<file path="src/rtl/tk_pkg.sv">
// Shared constants and helpers for the timekeeper register window.
// Assumes an 8-bit data bus and a 16-byte window at the top of the map.
package tk_pkg;
    localparam int ADDR_W    = 19;
    localparam int DATA_W    = 8;
    localparam int OFF_W     = 4;
    localparam int NREG      = 1 << OFF_W;
    localparam int NSNAP     = 8;
    localparam int CTRL_OFF  = 8;
    localparam int FRZ_WR    = 7;
    localparam int FRZ_RD    = 6;
    localparam int TIME_BASE = 9;
    localparam int CENT_OFF  = 1;

    // Snapshot byte index that feeds a given register offset, or -1 for none.
    function automatic int snap_index(input int off);
        if (off >= TIME_BASE && off < TIME_BASE + NSNAP - 1)
            return off - TIME_BASE;
        else if (off == CENT_OFF)
            return NSNAP - 1;
        else
            return -1;
    endfunction
endpackage

</file>
<file path="src/rtl/tk_addr_decode.sv">
// Address window decode and RAM enable generation.
// Assumes the window occupies the top 2**OFF_W byte addresses.
module tk_addr_decode #(
    parameter int ADDR_W = tk_pkg::ADDR_W,
    parameter int OFF_W  = tk_pkg::OFF_W
) (
    input  logic [ADDR_W-1:0] host_addr,
    input  logic              host_ce_n,
    input  logic              host_oe_n,
    input  logic              wprot,
    output logic              win_hit,
    output logic [OFF_W-1:0]  win_off,
    output logic              ram_ce_n,
    output logic              ram_oe_n
);
    // Window hit when every upper address bit is one; RAM enables gated by protect and hit.
    always_comb begin
        win_hit  = &host_addr[ADDR_W-1:OFF_W];
        win_off  = host_addr[OFF_W-1:0];
        ram_ce_n = host_ce_n | wprot;
        ram_oe_n = host_oe_n | wprot | win_hit;
    end
endmodule

</file>
<file path="src/rtl/tk_snap_ctrl.sv">
// Decides whether a one-second tick may load the snapshot.
// Assumes the freeze bits are read from the stored control byte.
module tk_snap_ctrl #(
    parameter int DATA_W = tk_pkg::DATA_W
) (
    input  logic [DATA_W-1:0] ctrl_q,
    input  logic              tick,
    output logic              frozen,
    output logic              snap_load
);
    // Either freeze bit suppresses the load.
    always_comb begin
        frozen    = ctrl_q[tk_pkg::FRZ_WR] | ctrl_q[tk_pkg::FRZ_RD];
        snap_load = tick & ~frozen;
    end
endmodule

</file>
<file path="src/rtl/tk_reg_file.sv">
// Sixteen register bytes with a host write port and a snapshot load port.
// Assumes the host write takes priority over the snapshot on the same byte.
module tk_reg_file #(
    parameter int DATA_W = tk_pkg::DATA_W,
    parameter int OFF_W  = tk_pkg::OFF_W,
    parameter int NSNAP  = tk_pkg::NSNAP
) (
    input  logic                    clk,
    input  logic                    rst_n,
    input  logic                    wr_en,
    input  logic [OFF_W-1:0]        wr_off,
    input  logic [DATA_W-1:0]       wr_data,
    input  logic                    load,
    input  logic [NSNAP*DATA_W-1:0] snap,
    input  logic [OFF_W-1:0]        rd_off,
    output logic [DATA_W-1:0]       rd_data,
    output logic [DATA_W-1:0]       ctrl_q
);
    localparam int NREG = 1 << OFF_W;

    logic [NREG-1:0][DATA_W-1:0] regs;

    for (genvar g = 0; g < NREG; g++) begin : g_byte
        localparam int SIDX = tk_pkg::snap_index(g);
        logic [DATA_W-1:0] q;
        if (SIDX >= 0) begin : g_time
            // Clock byte: host write first, else snapshot load.
            always_ff @(posedge clk) begin
                if (!rst_n)
                    q <= '0;
                else if (wr_en && wr_off == OFF_W'(g))
                    q <= wr_data;
                else if (load)
                    q <= snap[SIDX*DATA_W +: DATA_W];
            end
        end else begin : g_plain
            // Setting byte: host write only.
            always_ff @(posedge clk) begin
                if (!rst_n)
                    q <= '0;
                else if (wr_en && wr_off == OFF_W'(g))
                    q <= wr_data;
            end
        end
        assign regs[g] = q;
    end

    // Read mux and control byte tap.
    always_comb begin
        rd_data = regs[rd_off];
        ctrl_q  = regs[tk_pkg::CTRL_OFF];
    end

    // an unobstructed load places snapshot byte 0 in offset 9.
    p_load_sec_r6: assert property (@(posedge clk) disable iff (!rst_n)
        load && !wr_en |=> regs[tk_pkg::TIME_BASE] == $past(snap[DATA_W-1:0]));
    // host data wins a same-edge collision with the snapshot.
    p_host_wins_r8: assert property (@(posedge clk) disable iff (!rst_n)
        wr_en && load |=> regs[$past(wr_off)] == $past(wr_data));
    // no write and no load leaves every byte unchanged.
    p_idle_hold_r7: assert property (@(posedge clk) disable iff (!rst_n)
        !wr_en && !load |=> $stable(regs));
endmodule

</file>
<file path="src/rtl/tk_window_decoder.sv">
// Top: overlays the register window on the RAM map and returns register
// data for window reads. Assumes tick_1hz is a single-cycle pulse.
module tk_window_decoder #(
    parameter int ADDR_W = tk_pkg::ADDR_W,
    parameter int DATA_W = tk_pkg::DATA_W,
    parameter int OFF_W  = tk_pkg::OFF_W,
    parameter int NSNAP  = tk_pkg::NSNAP
) (
    input  logic                    clk,
    input  logic                    rst_n,
    input  logic [ADDR_W-1:0]       host_addr,
    input  logic [DATA_W-1:0]       host_wdata,
    input  logic                    host_ce_n,
    input  logic                    host_oe_n,
    input  logic                    host_we_n,
    output logic [DATA_W-1:0]       host_rdata,
    input  logic                    wprot,
    input  logic                    tick_1hz,
    input  logic [NSNAP*DATA_W-1:0] snap_time,
    output logic                    ram_ce_n,
    output logic                    ram_oe_n,
    input  logic [DATA_W-1:0]       ram_rdata
);
    logic              win_hit;
    logic [OFF_W-1:0]  win_off;
    logic              wr_en;
    logic              frozen;
    logic              snap_load;
    logic [DATA_W-1:0] reg_rdata;
    logic [DATA_W-1:0] ctrl_q;

    tk_addr_decode #(.ADDR_W(ADDR_W), .OFF_W(OFF_W)) u_dec (
        .host_addr (host_addr),
        .host_ce_n (host_ce_n),
        .host_oe_n (host_oe_n),
        .wprot     (wprot),
        .win_hit   (win_hit),
        .win_off   (win_off),
        .ram_ce_n  (ram_ce_n),
        .ram_oe_n  (ram_oe_n)
    );

    tk_snap_ctrl #(.DATA_W(DATA_W)) u_snap (
        .ctrl_q    (ctrl_q),
        .tick      (tick_1hz),
        .frozen    (frozen),
        .snap_load (snap_load)
    );

    tk_reg_file #(.DATA_W(DATA_W), .OFF_W(OFF_W), .NSNAP(NSNAP)) u_regs (
        .clk     (clk),
        .rst_n   (rst_n),
        .wr_en   (wr_en),
        .wr_off  (win_off),
        .wr_data (host_wdata),
        .load    (snap_load),
        .snap    (snap_time),
        .rd_off  (win_off),
        .rd_data (reg_rdata),
        .ctrl_q  (ctrl_q)
    );

    // Qualified host write into the window, and read data steering.
    always_comb begin
        wr_en      = ~host_ce_n & ~host_we_n & win_hit & ~wprot;
        host_rdata = win_hit ? reg_rdata : ram_rdata;
    end

    // window addresses never enable the RAM outputs.
    p_oe_blocked_r3: assert property (@(posedge clk) disable iff (!rst_n)
        (&host_addr[ADDR_W-1:OFF_W]) |-> ram_oe_n);
    // chip enable tracks the host when unprotected.
    p_ce_follow_r4: assert property (@(posedge clk) disable iff (!rst_n)
        !wprot |-> ram_ce_n == host_ce_n);
    // protect forces both RAM enables off.
    p_wprot_off_r9: assert property (@(posedge clk) disable iff (!rst_n)
        wprot |-> ram_ce_n && ram_oe_n);
    // a set freeze bit never lets a load through.
    p_freeze_r7: assert property (@(posedge clk) disable iff (!rst_n)
        (ctrl_q[tk_pkg::FRZ_WR] || ctrl_q[tk_pkg::FRZ_RD]) |-> !snap_load);
    // RAM data passes through below the window.
    p_pass_r2: assert property (@(posedge clk) disable iff (!rst_n)
        !win_hit |-> host_rdata == ram_rdata);
endmodule

</file>
<file path="config.mk">
export PLATFORM = sky130hd
export DESIGN_NAME = tk_window_decoder
export DESIGN_NICKNAME = d
export VERILOG_FILES = /design/src/rtl/tk_pkg.sv /design/src/rtl/tk_addr_decode.sv /design/src/rtl/tk_snap_ctrl.sv /design/src/rtl/tk_reg_file.sv /design/src/rtl/tk_window_decoder.sv
export SDC_FILE = /design/constraint.sdc
export NUM_CORES = 1
export LEC_CHECK = 0
export ABC_AREA = 1
export CAP_MARGIN = 10
export CORE_MARGIN = 2
export CORE_UTILIZATION = 50
export CTS_CLUSTER_SIZE = 8
export DETAILED_ROUTE_END_ITERATION = 16
export DONT_BUFFER_PORTS = 1
export PLACE_DENSITY = 0.68
export SYNTH_ARGS = -nofsm -noshare
export SYNTH_HDL_FRONTEND = slang
export SYNTH_SLANG_ARGS = --single-unit
</file>
<file path="constraint.sdc">
create_clock -name clk -period 1.32 [get_ports clk]
set_input_delay 0.066 -clock clk [delete_from_list [all_inputs] [get_ports clk]]
set_output_delay 0.066 -clock clk [all_outputs]
set_load 0.02 [all_outputs]
</file>
==> results by group, run 1 <==
Worst setup path
  – Crit end category: primary output
  – CP Launch Type: flop
  – Critical path type: reg2out
  – CP Data Required Time: 1.25 ns
  – CP Max Fanout: 2
  – WP data arrival: 1.54 ns

Detailed routing
  – Drt initial violations: 906
  – DRT Pass-1 Iters: 9
  – Wire per inst: 16.90 um
  – Vias: 8180
  – Antenna-violating nets left: 0
  – WL final: 25.05 mm
  – Residual DRC count: 0
  – Vias per inst: 5.520

Yosys
  – Post-Synth Simple-Gate Area: 48.70%
  – Register area share after synthesis: 33.83%
  – Post-synth top area share: 33.83%
  – Area contributors post-synth: dfxtp_1, nand2_1, nor2_1, nand4_1, a21oi_1
  – XOR/XNOR share of the synthesized area: 0%
  – Synthesized area: 7575 um2
  – Ys async rst share: 0%
  – Post-Synth Adder-Cell Area: 0%
  – Synth unique cells: 29
  – Post-Synthesis Cells: 1221
  – Synth Area in Compound Gates: 7.152%
  – Number of flops mapped to enable cells by yosys: 0
  – Mux contribution to synthesized area: 0%
  – Largest family of logic cells by synthesized area: simple AND/OR/NAND/NOR gates
  – Avg Inst Size Synth: 6.204 um2
  – Top_reg_cell synth: dfxtp_1
  – Seq cells post-synth: 128
  – Yosys warnings: 0
  – Cell taking the most area after synthesis: dfxtp_1
  – Syn Nets: 1327

Timing
  – Setup ws final: -0.2906 ns
  – Slew @ Worst Pin: 0.5351 ns
  – Final Critical Period: 1.611 ns
  – Relative slew margins: 64.29%
  – Pins Over Slew Limit: 0
  – Fin Clk Skew: 0.005882 ns
  – Fmax: 620.9 MHz
  – Final cycle utilization of the critical path: 122.0%
  – Final setup fails: 8
  – Hold Slack: -0.2351 ns
  – Unrepaired setup endpoints after global routing: yes
  – Final hold violation count: 64

Cells and area
  – Area grow syn2layout: 27.01%
  – Fin nets: 1391
  – Final core occ: 65.70%
  – Layout cell share with drive strength beyond 1: 13.79%
  – Most frequent cells in the layout: nand2_1, nor2_1, dfxtp_1, a21oi_1, nand4_1
  – Finished Cell Area: 9620 um2
  – N_diodes: 0
  – Commonest non-fill, non-tap cell in the layout: nand2_1

Floorplan
  – Row Count: 44
  – Core Box Area: 14640 um2
  – Die area: 16150 um2
  – I/O pins: 116
  – Initial core utilization: 51.73%
  – Die Ht: 127.1 um
  – Die W: 127.1 um

Place
  – Routability-driven placement congestion ratio: 0.8854
  – Post-DP Area: 7918 um2
  – I/O Buffers: 0
  – DP HPWL: 15.19 mm

Global routing
  – Pin count of the biggest net entering global routing: 66
  – Initial antenna violation count: 0
  – GRT Residual Overflow: 0
  – Vias in the first global route: 7479
  – Total GRT Usage: 29.63%
  – Global-route wire length before repair: 37.63 mm

CTS
  – Clock transition at the registers of the reported paths: 0.05 ns
  – CTS Buf Count: 17
  – Bufs on Longest Clock Path: 2
  – CTS sink cnt: 128
  – H-tree Lvls: 4
  – CTS tree: built
  – Clk Latency, worst-skew pair: 0.43 ns
  – Root buf cell: clkbuf_16

Flow run
  – Max-Cap Viols: 0

Power and ir drop
  – Total Power: 10.70 mW
  – Power density cells: 1112 nW/um2
  – VDD IR max: 946.5 uV
  – Leak: 4.541 nW

Outcome
  – Status: finished, violations left
  – Failing checks: negative hold slack, negative setup slack

Min path
  – Hold Path Class: in2reg
worst max-delay path: stages (launching register included):
cell and delay [ns]:
dfxtp_2 0.32, inv_2 0.03, o21ai_1 0.12, nand2_1 0.07, nand3_1 0.06, nand2_1 0.08, nand3_1 0.09, nor2_1 0.05
nor2_2 0.15, buf_6 0.14
synthesized netlist by cell type, types with 4 or more instances:
cell type and n:
nand2_1 455, nor2_1 186, dfxtp_1 128, a21oi_1 79
nand3_1 76, inv_1 75, nand4_1 73, buf_2 28
clkbuf_1 27, o21ai_0 20, buf_6 12, buf_1 9
nand4_4 8, nor2_4 7, inv_2 5, nand3_2 5
o22ai_1 5, nor2_2 4
worst paths after layout:
| check | startpoint | to | slack (ns) | cells after the start |
|---|---|---|---|---|
| setup / recovery | u_regs.ctrl_q[0] | host_rdata[0] | -0.29 | 9 |
| hold / removal | rst_n | u_regs.g_byte[3].q[0] | -0.24 | 2 |
| setup reg to reg | u_regs.ctrl_q[7] | u_regs.g_byte[10].q[7] | 0.06 | 8 |
| hold reg to reg | u_regs.g_byte[11].q[4] | u_regs.g_byte[11].q[4] | 0.48 | 2 |
cells by family after synthesis:
family                 count (synthesis)
AO/OA/AOI/OAI                        106
flip-flops                           128
AND/OR/NAND/NOR                      823
buffers and inverters                164
final cells by class:
cell class                 count  area (um2)
fill                        1349        5024
timing repair buffer         126        1344
tap                          184       230.2
multi-input combinational    929        4463
inverter                      83       321.6
sequential                   128        2572
clock inverter                 9       201.4
clock buffer                  23       488.0
per-layer routing:
layer | wire length [um] | up-vias | global-route usage (%) | part of all wire (%)
met5 | 0 | - | 0 | 0
met4 | 673 | 0 | 12.09 | 2.7
met3 | 1971 | 55 | 6.742 | 7.9
met2 | 11670 | 355 | 46.81 | 47
met1 | 10730 | 3735 | 39.32 | 43
li1 | - | 4035 | - | -
sequential cells by signal (all words and copies together), names as in the netlist:
register,flops
u_regs.ctrl_q,8
u_regs.g_byte.q,120
per-stage QoR:
step	cells	TNS, ns	setup slack (ns)
2_1_floorplan	1221	0	0.01679
3_3_place_gp	1376	-1.264	-0.05995
3_5_place_dp	1376	-2.751	-0.07914
4_1_cts	1473	-1.978	-0.2950
5_1_grt	1482	-2.450	-0.3931
6_report	1482	-1.927	-0.2906
timing repair:
item / 4_1_cts / 5_1_grt
endpoints found under the setup margin: 8 / 72
buffers inserted: 1 / 0
resized for setup: 51 / 32
endpoints found under the hold margin: 128 / 64
cloned: 0 / 4
pin swaps: 21 / 21
hold buffers: 65 / 5
power by group:
group	switching [mW]	leakage [nW]	internal [mW]	total [mW]
sequential	0.0631	1.05	3.98	4.04
clock	1.76	0.334	3.74	5.51
combinational	0.682	3.16	0.472	1.15
Power figures use the tool's default switching activity.
==> run 2: changes to the inputs <==
Settings changed: REMOVE_ABC_BUFFERS from default to 1.
==> run 2 against run 1 <==
The run ends with negative setup slack left. First-iteration DRC count is 6.4% lower. Critical path depth did not move. Highest routed layer unchanged. Flip-flop and latch count unchanged. Register-to-register slack got worse by 0.06 ns. Final area increased by 6.0%. Final cell count is 3.4% higher. Die area did not move. Worst setup slack worse by 0.028 ns. Largest power group unchanged. Clock power shrank 15%. Power decreased by 6.2%. Fmax fell by 1.7%.
==> results by group, run 2 (synthesized netlist as in run 1, its figures left out) <==
Timing
  – Fin Clk Skew: 0.008097 ns (+0.002215 ns)
  – Final hold violation count: 0 (-100%)
  – Pins Over Slew Limit: 0 (unchanged)
  – Unrepaired setup endpoints after global routing: yes
  – Final setup fails: 8 (unchanged)
  – Relative slew margins: 66.77% (+2.5 points)
  – Final Critical Period: 1.638 ns (+0.02773 ns)
  – Slew @ Worst Pin: 0.4979 ns (-0.03724 ns)
  – Setup ws final: -0.3183 ns (-0.02773 ns)
  – Fmax: 610.4 MHz (-1.7%)
  – Final cycle utilization of the critical path: 124.1% (+2.1 points)

CTS
  – H-tree Lvls: 4 (unchanged)
  – CTS tree: built
  – Clock transition at the registers of the reported paths: 0.06 ns (about the same)
  – CTS Buf Count: 17 (unchanged)
  – CTS sink cnt: 128 (unchanged)
  – Root buf cell: clkbuf_16
  – Bufs on Longest Clock Path: 2 (unchanged)
  – Clk Latency, worst-skew pair: 0.43 ns (about the same)

Global routing
  – Global-route wire length before repair: 39.18 mm (+4.1%)
  – GRT Residual Overflow: 0 (unchanged)
  – Pin count of the biggest net entering global routing: 60 (-9.1%)
  – Met2 Use GR: 49.81% (+3.0 points)
  – Total GRT Usage: 30.62% (+0.99 points)
  – Initial antenna violation count: 0 (unchanged)
  – Top Usage Layer GRT: met2
  – Vias in the first global route: 7543 (+0.86%)
  – Global Route met3 Usage: 6.365% (-0.38 points)
  – Met1 usage: 40.75% (+1.4 points)

Flow run
  – Max-Cap Viols: 0 (unchanged)

Worst setup path
  – CP Launch Type: flop
  – CP max-delay cell: dfxtp_2
  – Reg2reg setup slack: 0 ns (-0.06 ns)
  – WP depth: 9 (unchanged)
  – CP Cell Sequence: inv_2, nor2_2, a21oi_2, nand2_1, nand2_1, nand3_2, nor2_4, nor2_2, buf_6
  – WP data arrival: 1.57 ns (+0.03 ns)
  – Cell family with most CP delay: simple AND/OR/NAND/NOR gates
  – Crit-path max cell delay: 0.32 ns (about the same)
  – Setup crit start: u_regs.g_byte[7].q[2]
  – CP Data Required Time: 1.25 ns (about the same)
  – Length in cells of the worst reg-to-reg path: 8 (unchanged)
  – Reg-to-Reg Start: u_regs.ctrl_q[6]
  – CP Max Fanout: 2 (unchanged)
  – Worst path buffer plus inverter count: 2 (unchanged)
  – RR Endpoint: u_regs.g_byte[14].q[1]
  – Critical path type: reg2out
  – Crit end category: primary output

Cells and area
  – N_diodes: 0 (unchanged)
  – Fin nets: 1442 (+3.7%)
  – Commonest non-fill, non-tap cell in the layout: nand2_1
  – Final core occ: 69.66% (+4.0 points)
  – Most frequent cells in the layout: nand2_1, nor2_1, dfxtp_1, dlygate4sd3_1, nand4_1
  – Final Instance Count excl. Fillers: 1533 (+3.4%)
  – Most flop-heavy register: u_regs.g_byte.q
  – Largest register FFs: 120 (unchanged)
  – Area grow syn2layout: 34.67%
  – Layout cell share with drive strength beyond 1: 19.87% (+6.1 points)

Floorplan
  – I/O pins: 116 (unchanged)
  – Die W: 127.1 um (unchanged)
  – Die area: 16150 um2 (unchanged)
  – Initial core utilization: 51.73% (unchanged)
  – Row Count: 44 (unchanged)
  – Die Ht: 127.1 um (unchanged)
  – Core Box Area: 14640 um2 (unchanged)

Detailed routing
  – WL final: 26.87 mm (+7.3%)
  – Drt initial violations: 848 (-6.4%)
  – Vias: 8644 (+5.7%)
  – Antenna-violating nets left: 0 (unchanged)
  – Vias per inst: 5.639 (+2.2%)
  – Residual DRC count: 0 (unchanged)
  – Wire per inst: 17.53 um (+3.7%)
  – DRT Pass-1 Iters: 6 (-3)

Place
  – DP HPWL: 15.64 mm (+2.9%)
  – Routability-driven placement congestion ratio: 0.8543 (-3.5%)
  – Placed cells: 1394 (+1.3%)
  – I/O Buffers: 0 (unchanged)

Min path
  – Hold Path Stages: 5 (+3)
  – Hold path endpoint: u_regs.g_byte[1].q[0]
  – Hold Path Class: in2reg
  – Hold Crit Start: host_we_n

Outcome
  – Status: finished, violations left
  – Failing checks: negative setup slack

Power and ir drop
  – Total Power: 10.04 mW (-6.2%)
  – VDD IR max: 1029 uV (+8.7%)
  – Power density cells: 984.2 nW/um2 (-12%)
  – Leak: 4.837 nW (+6.5%)
## run 2: cell count changes in the layout (fill, tap and decap cells not counted), moves of 7 or more
cell and change:
a21oi_1 -9, nor2_2 +10, buf_4 +25, o21ai_0 +7, a21oi_2 +9, dfxtp_2 +11, o21ai_1 -8, dfxtp_1 -11
buf_12 +10, inv_2 +14, inv_1 -15, nand2_2 +7
## run 2: tightest hold or removal path: stages
cell and delay [ns]:
nor2_8 0.03, buf_12 0.14, nand4_1 0.09, nand2_1 0.05
a21oi_1 0.10
## run 2: power breakdown
part	total (mW)	internal [mW]	switching, mW
sequential	4.04	3.98	0.0661
clock	4.66	2.86	1.80
combinational	1.34	0.564	0.773
## run 2: area by class of cell
class / instances / area (um2)
multi-input combinational: 929 / 4479
inverter: 83 / 329.1
clock buffer: 21 / 460.4
tap: 184 / 230.2
timing repair inverter: 1 / 8.758
fill: 1195 / 4443
timing repair buffer: 176 / 1993
sequential: 128 / 2586
clock inverter: 11 / 113.9
## run 2: stage by stage
| stage | hold slack (ns) | worst slack (ns) | area (um2) | TNS (ns) |
|---|---|---|---|---|
| finish | 0.08298 | -0.3183 | 10200 | -2.017 |
| detailed placement | 0.2005 | -0.05665 | 8158 | -0.3885 |
| global route | 0.1238 | -0.3778 | 10200 | -2.787 |
| global placement | 0.1972 | -0.007390 | 8158 | -0.008522 |
| floorplan | 0.1864 | -1.623 | 7107 | -180.25 |
| CTS | 0.03743 | -0.3067 | 9654 | -1.998 |
## run 2: timing repair
item / in CTS / in global routing
pin swaps: 21 / 46
endpoints found under the hold margin: 128 / 6
buffers inserted: 0 / 22
hold buffers: 80 / 2
setup endpoints to repair: 9 / 68
gates cloned: 0 / 11
resized for setup: 43 / 86
## run 2: how the worst max path moves through the flow
stage	end	slack [ns]
after detailed placement	u_regs.g_byte[11].q[5]	-0.06
after global placement	host_rdata[7]	-0.007
after global routing	host_rdata[0]	-0.38
after CTS	host_rdata[2]	-0.31
after floorplan	u_regs.g_byte[10].q[0]	-1.62
final	host_rdata[2]	-0.32
## run 2: per-layer routing
metal,wire length [um],up-vias
met5,0,-
met4,933,0
met3,2495,84
met2,12420,495
met1,11020,3928
li1,-,4137
